**src/rtl/sysclk_pkg.sv**
```systemverilog
package sysclk_pkg;

    localparam int NSRC   = 4;
    localparam int SEL_W  = 2;
    localparam int DATA_W = NSRC + 1;
    localparam int ADDR_W = 2;

    typedef enum logic [SEL_W-1:0] {
        SRC_MULTI = 2'b00,
        SRC_INT16 = 2'b01,
        SRC_EXT   = 2'b10,
        SRC_PLL   = 2'b11
    } src_e;

    localparam logic [ADDR_W-1:0] A_ENABLE = 2'd0;
    localparam logic [ADDR_W-1:0] A_SELECT = 2'd1;
    localparam logic [ADDR_W-1:0] A_READY  = 2'd2;

    typedef struct packed {
        logic pending;
        src_e target;
        src_e active;
    } sw_state_t;

    // Oscillators that must stay on for a given active source
    function automatic logic [NSRC-1:0] keep_mask(src_e act, logic pll_ext);
        logic [NSRC-1:0] m;
        m = NSRC'(1) << act;
        if (act == SRC_PLL)
            m = m | (pll_ext ? (NSRC'(1) << SRC_EXT) : (NSRC'(1) << SRC_INT16));
        return m;
    endfunction

endpackage

```
**src/rtl/sysclk_rdy_sync.sv**
```systemverilog
module sysclk_rdy_sync #(
    parameter int WIDTH  = 4,
    parameter int STAGES = 2
) (
    input  logic             clk,
    input  logic             rst,
    input  logic [WIDTH-1:0] din,
    output logic [WIDTH-1:0] dout
);
    for (genvar i = 0; i < WIDTH; i++) begin : g_bit
        logic [STAGES-1:0] chain;
        always_ff @(posedge clk) begin
            if (rst) chain <= '0;
            else     chain <= {chain[STAGES-2:0], din[i]};
        end
        assign dout[i] = chain[STAGES-1];
    end
endmodule

```
**src/rtl/sysclk_switch_fsm.sv**
```systemverilog
module sysclk_switch_fsm
    import sysclk_pkg::*;
(
    input  logic            clk,
    input  logic            rst,
    input  logic            req_valid,
    input  src_e            req_src,
    input  logic [NSRC-1:0] rdy_s,
    output sw_state_t       st
);
    always_ff @(posedge clk) begin
        if (rst) begin
            st.pending <= 1'b0;
            st.target  <= SRC_MULTI;
            st.active  <= SRC_MULTI;
        end else if (req_valid) begin
            st.target  <= req_src;
            st.pending <= (req_src != st.active);
        end else if (st.pending && rdy_s[st.target]) begin
            st.active  <= st.target;
            st.pending <= 1'b0;
        end
    end
endmodule

```
**src/rtl/sysclk_osc_guard.sv**
```systemverilog
module sysclk_osc_guard
    import sysclk_pkg::*;
(
    input  logic            clk,
    input  logic            rst,
    input  logic            wr,
    input  logic [NSRC:0]   wdata,
    input  src_e            active,
    output logic [NSRC-1:0] en,
    output logic            pll_ext
);
    logic [NSRC-1:0] en_q;
    logic            pll_q;
    logic [NSRC-1:0] keep;

    assign keep = keep_mask(active, pll_q);

    always_ff @(posedge clk) begin
        if (rst) begin
            en_q  <= NSRC'(1) << SRC_MULTI;
            pll_q <= 1'b0;
        end else if (wr) begin
            en_q <= wdata[NSRC-1:0] | keep;
            if (active != SRC_PLL) pll_q <= wdata[NSRC];
        end else begin
            en_q <= en_q | keep;
        end
    end

    // keep covers the cycle between a switch landing and en_q catching up
    assign en      = en_q | keep;
    assign pll_ext = pll_q;
endmodule

```
**src/rtl/sysclk_sel_ctrl.sv**
```systemverilog
module sysclk_sel_ctrl
    import sysclk_pkg::*;
#(
    parameter int SYNC_STAGES = 2
) (
    input  logic              clk,
    input  logic              rst,
    input  logic              wr_en,
    input  logic [ADDR_W-1:0] reg_addr,
    input  logic [DATA_W-1:0] wr_data,
    input  logic [NSRC-1:0]   rdy_raw,
    output logic [DATA_W-1:0] rd_data,
    output logic [NSRC-1:0]   osc_en,
    output logic              pll_from_ext,
    output logic [SEL_W-1:0]  sys_src
);
    logic [NSRC-1:0] rdy_s;
    sw_state_t       st;
    logic            wr_enable;
    logic            wr_select;

    assign wr_enable = wr_en && (reg_addr == A_ENABLE);
    assign wr_select = wr_en && (reg_addr == A_SELECT);

    sysclk_rdy_sync #(.WIDTH(NSRC), .STAGES(SYNC_STAGES)) u_sync (
        .clk (clk),
        .rst (rst),
        .din (rdy_raw),
        .dout(rdy_s)
    );

    sysclk_switch_fsm u_fsm (
        .clk      (clk),
        .rst      (rst),
        .req_valid(wr_select),
        .req_src  (src_e'(wr_data[SEL_W-1:0])),
        .rdy_s    (rdy_s),
        .st       (st)
    );

    sysclk_osc_guard u_guard (
        .clk    (clk),
        .rst    (rst),
        .wr     (wr_enable),
        .wdata  (wr_data),
        .active (st.active),
        .en     (osc_en),
        .pll_ext(pll_from_ext)
    );

    assign sys_src = st.active;

    always_comb begin
        case (reg_addr)
            A_ENABLE: rd_data = {pll_from_ext, osc_en};
            A_SELECT: rd_data = {st.pending, st.target, st.active};
            A_READY:  rd_data = {1'b0, rdy_s};
            default:  rd_data = '0;
        endcase
    end
endmodule

```
**config.mk**
```make
export PLATFORM = sky130hd
export DESIGN_NAME = sysclk_sel_ctrl
export DESIGN_NICKNAME = d
export VERILOG_FILES = /design/src/rtl/sysclk_pkg.sv /design/src/rtl/sysclk_rdy_sync.sv /design/src/rtl/sysclk_switch_fsm.sv /design/src/rtl/sysclk_osc_guard.sv /design/src/rtl/sysclk_sel_ctrl.sv
export SDC_FILE = /design/constraint.sdc
export NUM_CORES = 1
export LEC_CHECK = 0
export CORE_ASPECT_RATIO = 0.8
export CORE_MARGIN = 2
export CORE_UTILIZATION = 45
export CTS_BUF_LIST = sky130_fd_sc_hd__clkbuf_16
export CTS_CLUSTER_SIZE = 16
export DETAILED_ROUTE_END_ITERATION = 6
export MAX_ROUTING_LAYER = met4
export PLACE_DENSITY = 0.81
export SETUP_SLACK_MARGIN = 0.02
export SKIP_CTS_REPAIR_TIMING = 1
export SYNTH_ARGS = -nofsm -noshare
export SYNTH_HDL_FRONTEND = slang
export SYNTH_SLANG_ARGS = --single-unit
```
**constraint.sdc**
```tcl
create_clock -name clk -period 1.6 [get_ports clk]
set_clock_uncertainty 0.15 [all_clocks]
set_input_delay 0.32 -clock clk [delete_from_list [all_inputs] [get_ports clk]]
set_output_delay 0.32 -clock clk [all_outputs]
set_load 0.005 [all_outputs]
```
==> results.env <==
DRC=0
ANTENNA_VIOLATIONS_BEFORE_REPAIR=0
UTILIZATION_PCT=78.6
CTS_ROOT_BUFFER='sky130_fd_sc_hd__clkbuf_16'
MOSTFREQUENTLAYOUTCELLS='sky130_fd_sc_hd__buf_4 (21), sky130_fd_sc_hd__dfxtp_1 (15), sky130_fd_sc_hd__clkdlybuf4s50_1 (11)'
OUTCOME='finished with violations'
CTS_MADE_BUFFERS=3
FINAL_COMMON_CELL='sky130_fd_sc_hd__buf_4'
POSTSYNTHNETCOUNT=107
NUM_VIAS=851
TRITONCTS='yes'
WORST_SKEW_PAIR.LATE_LATENCY_NS=0.25
POSTROUTEWIRELENGTH_MICRONS=2610
FINAL_CELL_AREA_SQ_UM=1460
YOSYSSEQAREASHARE_PCT=41.1
FLOPS_LATCHES_SYNTH=18
GRTUSAGETOTAL_PCT=23.4
INTPOWER_mW=0.886
CP_TOP_FAMILY='flip-flops'
HOLD_PATH_END='u_sync.g_bit[2].chain[1]'
FINALCRITICALPERIOD_NS=1.77
CRITICAL_PATH_BUF_INV_COUNT=2
SEQPWRFRAC_PCT=41.7
CTS.CLK_SLEW.WORST_PATHS_NS=0.05
SYNTHDOMINANTAREACELLTYPE='sky130_fd_sc_hd__dfxtp_1'
FLOW.AREA_GROWTH_FROM_SYNTHESIS_PCT=66.6
FIRST_ITER_VIOLATIONS=11
PERIOD_SHARE_PCT=111
DRIVE_GT1_SHARE_PCT=37.6
CTSLONGESTPATHBUFFERS=2
R2R_SETUP_SLACK_NS=0.09
MAX_STAGE_DELAY_NS=0.36
IOPINCOUNT=26
FINALSETUPVIOLCOUNT=6
GRT_PASS1_VIAS=858
POWER_FRAC_CLOCK_PCT=44.8
YS_FLOP_TYPE='sky130_fd_sc_hd__dfxtp_1'
SYNTHESIS.AREA_PER_INSTANCE_SQ_UM=9.42
YOSYS_WARNINGS=0
SLEW_VIOL_FINAL=0
FLOORPLAN.INITIALDENSITY_PCT=47.2
CTS.HTREE.LEVELS=1
KIND_OF_END_POINT_OF_THE_CRITICAL_PATH='output port'
POWER.LEAKAGE_nW=0.746
TIGHTESTPINTRANSITION_NS=0.385
CTS_SINKS=18
FINAL_NETS=156
TIMING.MAX_CAP.VIOLATIONS=0
CP_DATA_REQUIRED_TIME_NS=1.13
COREAREA_SQ_UM=1860
POWERDENSITY_nW_PER_UM2=772
SYNTH_TOP_AREA_SHARE_PCT=41.1
RSZ0062_AT_GRT='true'
NETSWITCHINGPOWER_mW=0.240
SYNTH_ENABLE_FLOP_CELLS=0
GRT_START_MAX_NET_PINS=13
NETLIST_AREA_SQ_UM=876
CELLS_TRAVERSED_ALONG_THE_WORST_TIMING_PATH='a21boi_2, buf_4, or2_2, clkbuf_2'
WORST_R2R_ENDPOINT='u_fsm.st[4]'
SYNTH-ASYNC-RESET-RATIO_PCT=0
FP.DIEH_MICRONS=43.5
R2R.WORST_PATH.CELLS=3
FAILED_CHECKS='negative setup slack'
HOLD_VIOL=0
SETUP.WORST_PATH.CLASS='flip-flop to output port'
SYNTH_CELL_TYPES=27
PLACEMENTROWS=14
DIE_WIDTH_MICRONS=53.3
P_SW_SHARE_PCT=21.3
GRT_FIRST_PASS_WIRELENGTH_MICRONS=3790
WORST_PATH_MAX_DELAY_CELL='sky130_fd_sc_hd__dfxtp_4'
YS_TOP_CELLS_BY_AREA='sky130_fd_sc_hd__dfxtp_1 (41%), sky130_fd_sc_hd__mux2i_1 (11%), sky130_fd_sc_hd__nor2b_1 (7.1%)'
ARRIVAL_NS=1.30
DETAILEDPLACEMENTHPWL_MICRONS=1670
GRT.OVERFLOW.TOTAL=0
SYNTHESIS.INSTANCES=93
NUM_ANTENNA_CELLS=0
NUM-FILL-CELLS=127
STARTPOINT_TYPE='flip-flop'
MIN-DELAY-START='u_sync.g_bit[2].chain[0]'
PORT-BUFFER-COUNT=25
VIASPERCELL=5.16
DRT-PASS1-ITER-COUNT=4
PLACEMENT.CELL_AREA_SQ_UM=1240
MAX_FREQ_MHz=563
POWER.TOTAL_mW=1.13
SLEW-LIMIT-HEADROOM_PCT=74.3
FP.DIEAREA_SQ_UM=2320
GP_ROUTABILITY_CONGESTION=0.849
SETUP_SLACK_NS=-0.175
VDD.IR_DROP.WORST_V=0.000896
PATH_MAX_FANOUT=5
DRT.ANTENNA.VIOLATING_NETS=0
WHS_PATH_DEPTH=1
COMBPWRFRAC_PCT=13.5
HOLDCRITPATHCLASS='flip-flop to flip-flop'
REG2REG_FROM='u_fsm.st[3]'
WL_PER_CELL_MICRONS=15.8
==> sequential cells by signal, summed over array words and instances, names as in the netlist <==
| signal | flops |
|---|---|
| u_guard.en_q | 4 |
| u_fsm.st | 5 |
| u_guard.pll_ext | 1 |
| u_sync.g_bit.chain | 8 |
==> how the worst max path moves through the flow <==
stage	end	slack, ns	cells past startpoint	from
after floorplan	rd_data[1]	0.13	4	u_fsm.st[0]
after global placement	rd_data[1]	-0.73	5	reg_addr[1]
after detailed placement	rd_data[1]	-0.75	5	reg_addr[1]
after CTS	rd_data[1]	-0.82	5	reg_addr[1]
after global routing	osc_en[1]	-0.22	4	u_fsm.st[0]
final	osc_en[1]	-0.17	4	u_fsm.st[0]
==> logic make-up after synthesis <==
family	Yosys count	share of synthesized area (%)
AOI/OAI and AO/OA	16	12.0
xor gates and xnor gates	2	2.00
buffers and inverters	8	5.57
DFF	18	41.1
muxes	11	14.0
and+or+nand+nor	38	25.3
==> cells in the mapped netlist (3+ instances only) <==
cell type                  count
sky130_fd_sc_hd__nand2_1       7
sky130_fd_sc_hd__mux2i_1      10
sky130_fd_sc_hd__nand2b_1      6
sky130_fd_sc_hd__a21oi_1       4
sky130_fd_sc_hd__buf_2         3
sky130_fd_sc_hd__nor2_1        6
sky130_fd_sc_hd__nor2b_1      10
sky130_fd_sc_hd__dfxtp_1      18
sky130_fd_sc_hd__o21ai_0       3
==> worst reg2reg max path: stages, from the launching register on <==
cell and delay, ns:
sky130_fd_sc_hd__dfxtp_1 0.40, sky130_fd_sc_hd__mux4_2 0.56, sky130_fd_sc_hd__nand3b_1 0.17, sky130_fd_sc_hd__a21oi_1 0.15
==> cell type report <==
class | instances | area (sq um) | area share, %
clock buffers | 3 | 75.1 | 5.15
clock inverters | 1 | 3.75 | 0.257
flip-flops and latches | 18 | 372 | 25.5
repair buffers | 52 | 464 | 31.8
multi-input cells | 67 | 514 | 35.2
well taps | 24 | 30.0 | 2.06
==> power groups by stage <==
stage                     registers [mW]  clock network, mW  logic, mW
after floorplan                    0.480                  0     0.0622
after detailed placement           0.482                  0      0.137
after global routing               0.471              0.535      0.162
after global placement             0.481                  0      0.133
final                              0.470              0.504      0.152
after CTS                          0.473              0.505      0.139
==> stage by stage <==
step	hold slack [ns]	TNS [ns]	std cells	setup slack [ns]
after detailed placement	0.275	-8.15	152	-0.747
after global routing	0.309	-0.982	165	-0.216
after CTS	0.287	-7.82	156	-0.821
final	0.285	-0.654	165	-0.175
after floorplan	0.264	0	93	0.128
after global placement	0.272	-7.59	152	-0.727
==> routing by layer <==
| layer | vias up | global-route usage [%] | share of wire [%] | routed length (microns) |
|---|---|---|---|---|
| li1 | 414 | - | - | - |
| met1 | 403 | 27.6 | 41 | 1080 |
| met2 | 28 | 40.7 | 52 | 1360 |
| met3 | 6 | 3.10 | 4.7 | 123 |
| met4 | 0 | 7.69 | 1.7 | 44 |
| met5 | - | - | 0 | 0 |
(Power assumes the default switching activity.)
